## config.mk

```make
export PLATFORM = sky130hd
export DESIGN_NAME = irq_flag_ctrl
export DESIGN_NICKNAME = d
export VERILOG_FILES = /design/src/rtl/irq_flag_pkg.sv /design/src/rtl/irq_sync.sv /design/src/rtl/irq_edge_det.sv /design/src/rtl/irq_set_merge.sv /design/src/rtl/irq_flag_regs.sv /design/src/rtl/irq_flag_ctrl.sv
export SDC_FILE = /design/constraint.sdc
export NUM_CORES = 1
export LEC_CHECK = 0
export ABC_AREA = 1
export CAP_MARGIN = 20
export CORE_UTILIZATION = 48
export CTS_BUF_LIST = sky130_fd_sc_hd__clkbuf_4 sky130_fd_sc_hd__clkbuf_8
export DETAILED_ROUTE_END_ITERATION = 8
export GPL_ROUTABILITY_DRIVEN = 0
export PLACE_DENSITY = 0.81
export SETUP_SLACK_MARGIN = 0.2
export SLEW_MARGIN = 20
export SYNTH_ARGS = -nofsm -noshare
export SYNTH_HDL_FRONTEND = slang
export SYNTH_SLANG_ARGS = --single-unit
```

## constraint.sdc

```tcl
create_clock -name clk_i -period 1 [get_ports clk_i]
set_input_delay 0.2 -clock clk_i [delete_from_list [all_inputs] [get_ports clk_i]]
set_output_delay 0.2 -clock clk_i [all_outputs]
set_load 0.02 [all_outputs]
```

## src/rtl/irq_flag_pkg.sv

```systemverilog
package irq_flag_pkg;

    // Flag register layout (bit positions are decoded by software)
    localparam int FLAG_W     = 8;
    localparam int F_TMR      = 0;
    localparam int F_CNT1     = 1;
    localparam int F_CNT2     = 2;
    localparam int F_KEY      = 3;
    localparam int F_SDV      = 4;
    localparam int F_EXT      = 5;
    localparam int F_MODEM    = 6;
    localparam int F_DONE     = 7;

    // Asynchronous line bundle layout
    localparam int KEY_N      = 4;
    localparam int A_KEY0     = 0;
    localparam int A_EXT      = KEY_N;
    localparam int A_FSK      = KEY_N + 1;
    localparam int A_CW       = KEY_N + 2;
    localparam int A_BUF      = KEY_N + 3;
    localparam int A_TONE     = KEY_N + 4;
    localparam int ASYNC_W    = KEY_N + 5;

    typedef struct packed {
        logic [FLAG_W-1:0] flag;
        logic [FLAG_W-1:0] mask;
    } irq_state_t;

endpackage

```

## src/rtl/irq_sync.sv

```systemverilog
module irq_sync #(
    parameter int          W       = 1,
    parameter logic [W-1:0] RST_VAL = '0
) (
    input  logic         clk_i,
    input  logic         rst_ni,
    input  logic [W-1:0] async_i,
    output logic [W-1:0] sync_o
);

    logic [W-1:0] stg1_d, stg1_q;
    logic [W-1:0] stg2_d, stg2_q;

    always_comb begin
        stg1_d = async_i;
        stg2_d = stg1_q;
    end

    always_ff @(posedge clk_i or negedge rst_ni) begin
        if (!rst_ni) begin
            stg1_q <= RST_VAL;
            stg2_q <= RST_VAL;
        end else begin
            stg1_q <= stg1_d;
            stg2_q <= stg2_d;
        end
    end

    assign sync_o = stg2_q;

endmodule

```

## src/rtl/irq_edge_det.sv

```systemverilog
module irq_edge_det #(
    parameter int          W       = 1,
    parameter logic [W-1:0] RST_VAL = '0
) (
    input  logic         clk_i,
    input  logic         rst_ni,
    input  logic [W-1:0] lvl_i,
    output logic [W-1:0] rise_o,
    output logic [W-1:0] fall_o
);

    logic [W-1:0] prev_d, prev_q;

    always_comb begin
        prev_d = lvl_i;
    end

    always_ff @(posedge clk_i or negedge rst_ni) begin
        if (!rst_ni) begin
            prev_q <= RST_VAL;
        end else begin
            prev_q <= prev_d;
        end
    end

    for (genvar i = 0; i < W; i++) begin : g_bit
        assign rise_o[i] =  lvl_i[i] & ~prev_q[i];
        assign fall_o[i] = ~lvl_i[i] &  prev_q[i];
    end

endmodule

```

## src/rtl/irq_set_merge.sv

```systemverilog
module irq_set_merge
    import irq_flag_pkg::*;
(
    input  logic [ASYNC_W-1:0] rise_i,
    input  logic [ASYNC_W-1:0] fall_i,
    input  logic               ext_pol_i,
    input  logic               tmr_ovf_i,
    input  logic               cnt1_ovf_i,
    input  logic               cnt2_ovf_i,
    input  logic               sdv_pulse_i,
    output logic [FLAG_W-1:0]  set_o
);

    always_comb begin
        set_o          = '0;
        set_o[F_TMR]   = tmr_ovf_i;
        set_o[F_CNT1]  = cnt1_ovf_i;
        set_o[F_CNT2]  = cnt2_ovf_i;
        set_o[F_KEY]   = |fall_i[A_KEY0 +: KEY_N];
        set_o[F_SDV]   = sdv_pulse_i;
        set_o[F_EXT]   = ext_pol_i ? rise_i[A_EXT] : fall_i[A_EXT];
        set_o[F_MODEM] = fall_i[A_FSK] | fall_i[A_CW];
        set_o[F_DONE]  = rise_i[A_BUF] | rise_i[A_TONE];
    end

endmodule

```

## src/rtl/irq_flag_regs.sv

```systemverilog
module irq_flag_regs
    import irq_flag_pkg::*;
(
    input  logic              clk_i,
    input  logic              rst_ni,
    input  logic [FLAG_W-1:0] set_i,
    input  logic              flag_wr_i,
    input  logic              mask_wr_i,
    input  logic [FLAG_W-1:0] wdata_i,
    output logic [FLAG_W-1:0] flag_o,
    output logic [FLAG_W-1:0] mask_o
);

    irq_state_t st_d, st_q;

    always_comb begin
        logic [FLAG_W-1:0] keep;
        st_d    = st_q;
        keep    = flag_wr_i ? wdata_i : '1;
        // set events take priority over a same-cycle clear
        st_d.flag = (st_q.flag & keep) | set_i;
        if (mask_wr_i) begin
            st_d.mask = wdata_i;
        end
    end

    always_ff @(posedge clk_i or negedge rst_ni) begin
        if (!rst_ni) begin
            st_q <= '0;
        end else begin
            st_q <= st_d;
        end
    end

    assign flag_o = st_q.flag;
    assign mask_o = st_q.mask;

endmodule

```

## src/rtl/irq_flag_ctrl.sv

```systemverilog
module irq_flag_ctrl
    import irq_flag_pkg::*;
#(
    parameter logic EXT_IDLE = 1'b1
) (
    input  logic       clk_i,
    input  logic       rst_ni,
    input  logic       tmr_ovf_i,
    input  logic       cnt1_ovf_i,
    input  logic       cnt2_ovf_i,
    input  logic       sdv_pulse_i,
    input  logic [3:0] key_pin_i,
    input  logic       ext_pin_i,
    input  logic       ext_pol_i,
    input  logic       fsk_data_i,
    input  logic       cw_det_i,
    input  logic       buf_full_i,
    input  logic       tone_valid_i,
    input  logic       flag_wr_i,
    input  logic       mask_wr_i,
    input  logic [7:0] wdata_i,
    output logic [7:0] flag_o,
    output logic [7:0] mask_o,
    output logic       irq_o
);

    localparam logic [ASYNC_W-1:0] IDLE_LVL =
        {1'b0, 1'b0, 1'b1, 1'b1, EXT_IDLE, {KEY_N{1'b1}}};

    logic [ASYNC_W-1:0] raw_lines;
    logic [ASYNC_W-1:0] sync_lines;
    logic [ASYNC_W-1:0] rise;
    logic [ASYNC_W-1:0] fall;
    logic [FLAG_W-1:0]  set_vec;
    logic [FLAG_W-1:0]  flag_q;
    logic [FLAG_W-1:0]  mask_q;

    assign raw_lines = {tone_valid_i, buf_full_i, cw_det_i, fsk_data_i,
                        ext_pin_i, key_pin_i};

    irq_sync #(.W(ASYNC_W), .RST_VAL(IDLE_LVL)) u_sync (
        .clk_i  (clk_i),
        .rst_ni (rst_ni),
        .async_i(raw_lines),
        .sync_o (sync_lines)
    );

    irq_edge_det #(.W(ASYNC_W), .RST_VAL(IDLE_LVL)) u_edge (
        .clk_i (clk_i),
        .rst_ni(rst_ni),
        .lvl_i (sync_lines),
        .rise_o(rise),
        .fall_o(fall)
    );

    irq_set_merge u_merge (
        .rise_i     (rise),
        .fall_i     (fall),
        .ext_pol_i  (ext_pol_i),
        .tmr_ovf_i  (tmr_ovf_i),
        .cnt1_ovf_i (cnt1_ovf_i),
        .cnt2_ovf_i (cnt2_ovf_i),
        .sdv_pulse_i(sdv_pulse_i),
        .set_o      (set_vec)
    );

    irq_flag_regs u_regs (
        .clk_i    (clk_i),
        .rst_ni   (rst_ni),
        .set_i    (set_vec),
        .flag_wr_i(flag_wr_i),
        .mask_wr_i(mask_wr_i),
        .wdata_i  (wdata_i),
        .flag_o   (flag_q),
        .mask_o   (mask_q)
    );

    assign flag_o = flag_q;
    assign mask_o = mask_q;
    assign irq_o  = |(flag_q & mask_q);

endmodule

```

* Word level (Yosys, flattened, before mapping)
Index checks and enable logic that the tools add are counted.
Word-level totals: register bits 43
Cells by class: muxes and demuxes 2, bitwise operators 25, reduce and logical (&&, ||, !) cells 2
Operators by type and width (number):
- $and A8 B8 Y8 | 2
- $and A1 B1 Y1 | 10
- $not A1 Y1 | 10
- $mux W8 | 1
- $or A8 B8 Y8 | 1
- $reduce_or A8 Y1 | 1
- $reduce_or A4 Y1 | 1
- $or A1 B1 Y1 | 2
- $mux W1 | 1

* Longest topological paths before layout
depth after elaboration 4, mapped depth 5, depth with buffers taken out 5

* By module
A second synthesis with hierarchy kept.
Second synthesis, totals: cells, all modules 166, area, all modules 1626.6 sq um
By module, submodules not included:
- irq_flag_regs | times used 1, cells an instance 75, area each 664.4 sq um, sequential area each 400.4 sq um
- irq_sync | times used 1, cells an instance 18, area each 467.9 sq um, sequential area each 467.9 sq um
- irq_edge_det | times used 1, cells an instance 45, area each 369.1 sq um, sequential area each 234.0 sq um
- irq_set_merge | times used 1, cells an instance 13, area each 68.8 sq um, sequential area each 0.0 sq um
- irq_flag_ctrl | times used 1, cells an instance 15, area each 56.3 sq um, sequential area each 0.0 sq um

* Least setup slack after synthesis
Ideal clock, no wire load.
path type register to output, from register u_regs.st_q (netlist bit u_regs.mask_o[2]), to output irq_o, arrival time 808 ps, data required time 800 ps, setup slack -8 ps, cell stages (with the launch flop) 5, cells stage by stage dfrtp_1 > nand2_1 > nand2_1 > nor2_1 > nand2_1
Between the ends: cells in the longest elaborated chain, start to end 2
RTL lines:
- start: declaration | line irq_flag_regs.sv:14 | irq_state_t st_d, st_q;
- start signal: assignment | line irq_flag_regs.sv:31 | st_q <= st_d;
- $and A8 B8 Y8 | line irq_flag_ctrl.sv:80 | assign irq_o = |(flag_q & mask_q);
- $reduce_or A8 Y1 | line irq_flag_ctrl.sv:80
- end: declaration | line irq_flag_ctrl.sv:24 | output logic irq_o
No other way between the ends.

* Worst setup path after layout
from register u_regs.st_q (netlist bit u_regs.flag_o[1]), to output irq_o
Same word-level chain as after synthesis.

==> flow_summary.ini <==
[clock_network]
cts.clk_slew.worst_paths_ns = 0.12
clkSinkCount = 43
root_buffer = clkbuf_4
htreeDepth = 2
clk_latency_ns = 0.34
cts_tree = built
clk_path_buf_depth = 2
cts_buffers = 5

[run_status]
status = finished with violations
violations = DRC, setup timing

[cells_and_area]
area_delta_synth_final_pct = 58.00
nets = 229
drive_above_1_share = 0.5245
stdcell_count = 235
final_cell_mix = nand2_1, buf_6, clkdlybuf4s50_1, dfstp_2, inv_1
fin_util = 0.8189
antenna_cells = 0

[sta]
fin_worst_skew_ns = 0.01575
period_needed_ns = 1.455
max_freq_mhz = 687.4
timing.final.crit_share = 1.455
tns_ns = -4.626
worst_slack_ns = -0.4547
setup_viol = 18
rsz0062_at_grt = yes
finalMaxSlewViolations = 0
slew_headroom = 0.8509
finalHoldViolCount = 0
max_slew.worst_pin.slew_ns = 0.2236

[setup_path]
critPathCaptureType = primary output
crit_type = flip-flop to primary output
worstPathRequired_ns = 0.80
critPathMaxStageDelay_ns = 0.44
cpMaxStageDelayCell = dfrtp_1
cpMostUsedCell = nand2_2
worst_setup_path_start_kind = flip-flop
cp.arrival_ns = 1.25
cp_max_fo = 3
path_cells = nand2_1, nand2_2, nor2_2, nand2_2, buf_6

[grt]
grt_max_degree = 44
overflow = 0
grt_pass1_vias = 1066
antenna_found_initial = 0
grt_pass1_wl_um = 4864
track_usage = 0.2035

[floorplanning]
die_area_um2 = 3253
die_h_um = 57.04
coreArea_um2 = 2805
core.rowCount = 19
io_pins = 43
start_util = 0.5183
die_width_um = 57.04

[pwr]
leakagePower_nw = 1.082
power.total_w = 0.003556
power.switching_w = 0.0009046
p_seq_frac = 0.552
power_density_nw_per_um2 = 1548
swShare = 0.2544
comb_power_share = 0.206
vdd_ir_drop_max_mv = 1.027
pwr-share-clk = 0.242
cellInternalPower_w = 0.002651

[drt]
drt_iter0_drc = 86
postRouteAntennaNets = 0
wirelength_um = 3778
vias_per_cell = 4.949
num_vias = 1163
drcViolationCount = 10
drt_first_pass_iters = 6
wl_per_cell_um = 16.08

[synthesis]
ys_warn_count = 0
syn_avg_cell_area_um2 = 11.36
syn-cell-area_um2 = 1454
synth_cells = 128
syn_nets = 154
ys_seq_area_frac = 0.7582
synth_seq_cells = 43
netlist-cell-type-count = 8

[placed_design]
port_buffers = 42
dpl.hpwl_um = 1881
dp.cells = 215
dp_slack_ns = -0.4229

[worst_hold_path]
min_path_type = input port to flip-flop

[run]
maxCapViolations = 0
[synth_stat cells (all sizes together)]
master / instances / area share
nand3: 4 / 0.014
nor2: 4 / 0.010
dfrtp: 22 / 0.38
buf: 1 / 0.0077
inv: 23 / 0.059
dfstp: 21 / 0.38
o21ai: 16 / 0.055
nand2: 37 / 0.096
[critical path, delay by kind of cell (launching register included)]
kind | cells | cell delay [ns]
flops | 1 | 0.44
simple gates | 4 | 0.34
buf+inv | 1 | 0.13
[stage by stage]
step                      area, µm²  hold slack [ns]
final                          2297           0.2495
after global routing           2297           0.2312
after CTS                      2176           0.2368
after detailed placement       2042           0.1860
after global placement         2042           0.1809
after floorplan                1474         -0.09559
[path summary, 6_finish.rpt]
path,startpoint,end,slack [ns],cells past startpoint
setup / recovery,u_regs.flag_o[1]$_DFF_PN0_,irq_o,-0.45,5
hold / removal,key_pin_i[3],u_sync.stg1_q[3]$_DFF_PN1_,0.25,1
setup reg to reg,u_sync.sync_o[0]$_DFF_PN1_,u_regs.flag_o[3]$_DFF_PN0_,0,5
hold reg to reg,u_sync.stg1_q[8]$_DFF_PN0_,u_sync.sync_o[8]$_DFF_PN0_,0.36,0
max in group asynchronous,rst_ni,u_sync.sync_o[5]$_DFF_PN1_,0.36,3
min in group asynchronous,rst_ni,u_regs.flag_o[3]$_DFF_PN0_,0.36,3
[repair_timing]
action,4_1_cts,5_1_grt
pin swaps,5,13
endpoints found under the setup margin,23,27
hold buffers,1,0
resized for setup,114,29
setup buffers,2,9
hold endpoints to repair,22,0
[routing by layer]
| layer | vias to the layer above | GRT usage | wire length [µm] |
|---|---|---|---|
| li1 | 535 | - | - |
| met2 | 42 | 0.3244 | 1934 |
| met5 | - | 0 | 0 |
| met3 | 9 | 0.07029 | 182 |
| met1 | 577 | 0.2603 | 1571 |
| met4 | 0 | 0.07666 | 90 |
[final cells by class]
class / instances / area, µm²
Timing Repair Buffer: 69 / 696.9
Clock buffer: 8 / 60.06
Sequential cell: 43 / 1120
Multi-Input combinational cell: 61 / 295.3
Fill cell: 131 / 508.0
Tap cell: 31 / 38.79
Inverter: 23 / 86.33
[sequential cells by signal, summed over array words and instances, names as in the netlist]
register,flops
u_sync.stg1_q,9
u_regs.mask_o,8
u_regs.flag_o,8
u_edge.prev_q,9
u_sync.sync_o,9
[power groups by stage]
stage	sequential [W]	combinational, W	clock, W
4_1_cts	0.00195	0.000607	0.000885
3_3_place_gp	0.00196	0.000535	0
3_5_place_dp	0.00197	0.000552	0
6_report	0.00196	0.000733	0.000860
5_1_grt	0.00197	0.000778	0.000975
2_1_floorplan	0.00204	0.000112	0
[logic make-up (layout without fill, tap and decap cells)]
logic type	after synthesis	in the layout	share of synthesized area
compound gates	16	16	0.05508
buf+inv	24	100	0.06712
flops	43	43	0.7582
simple gates	45	45	0.1196
No activity file was read; power rests on OpenSTA's default activity.
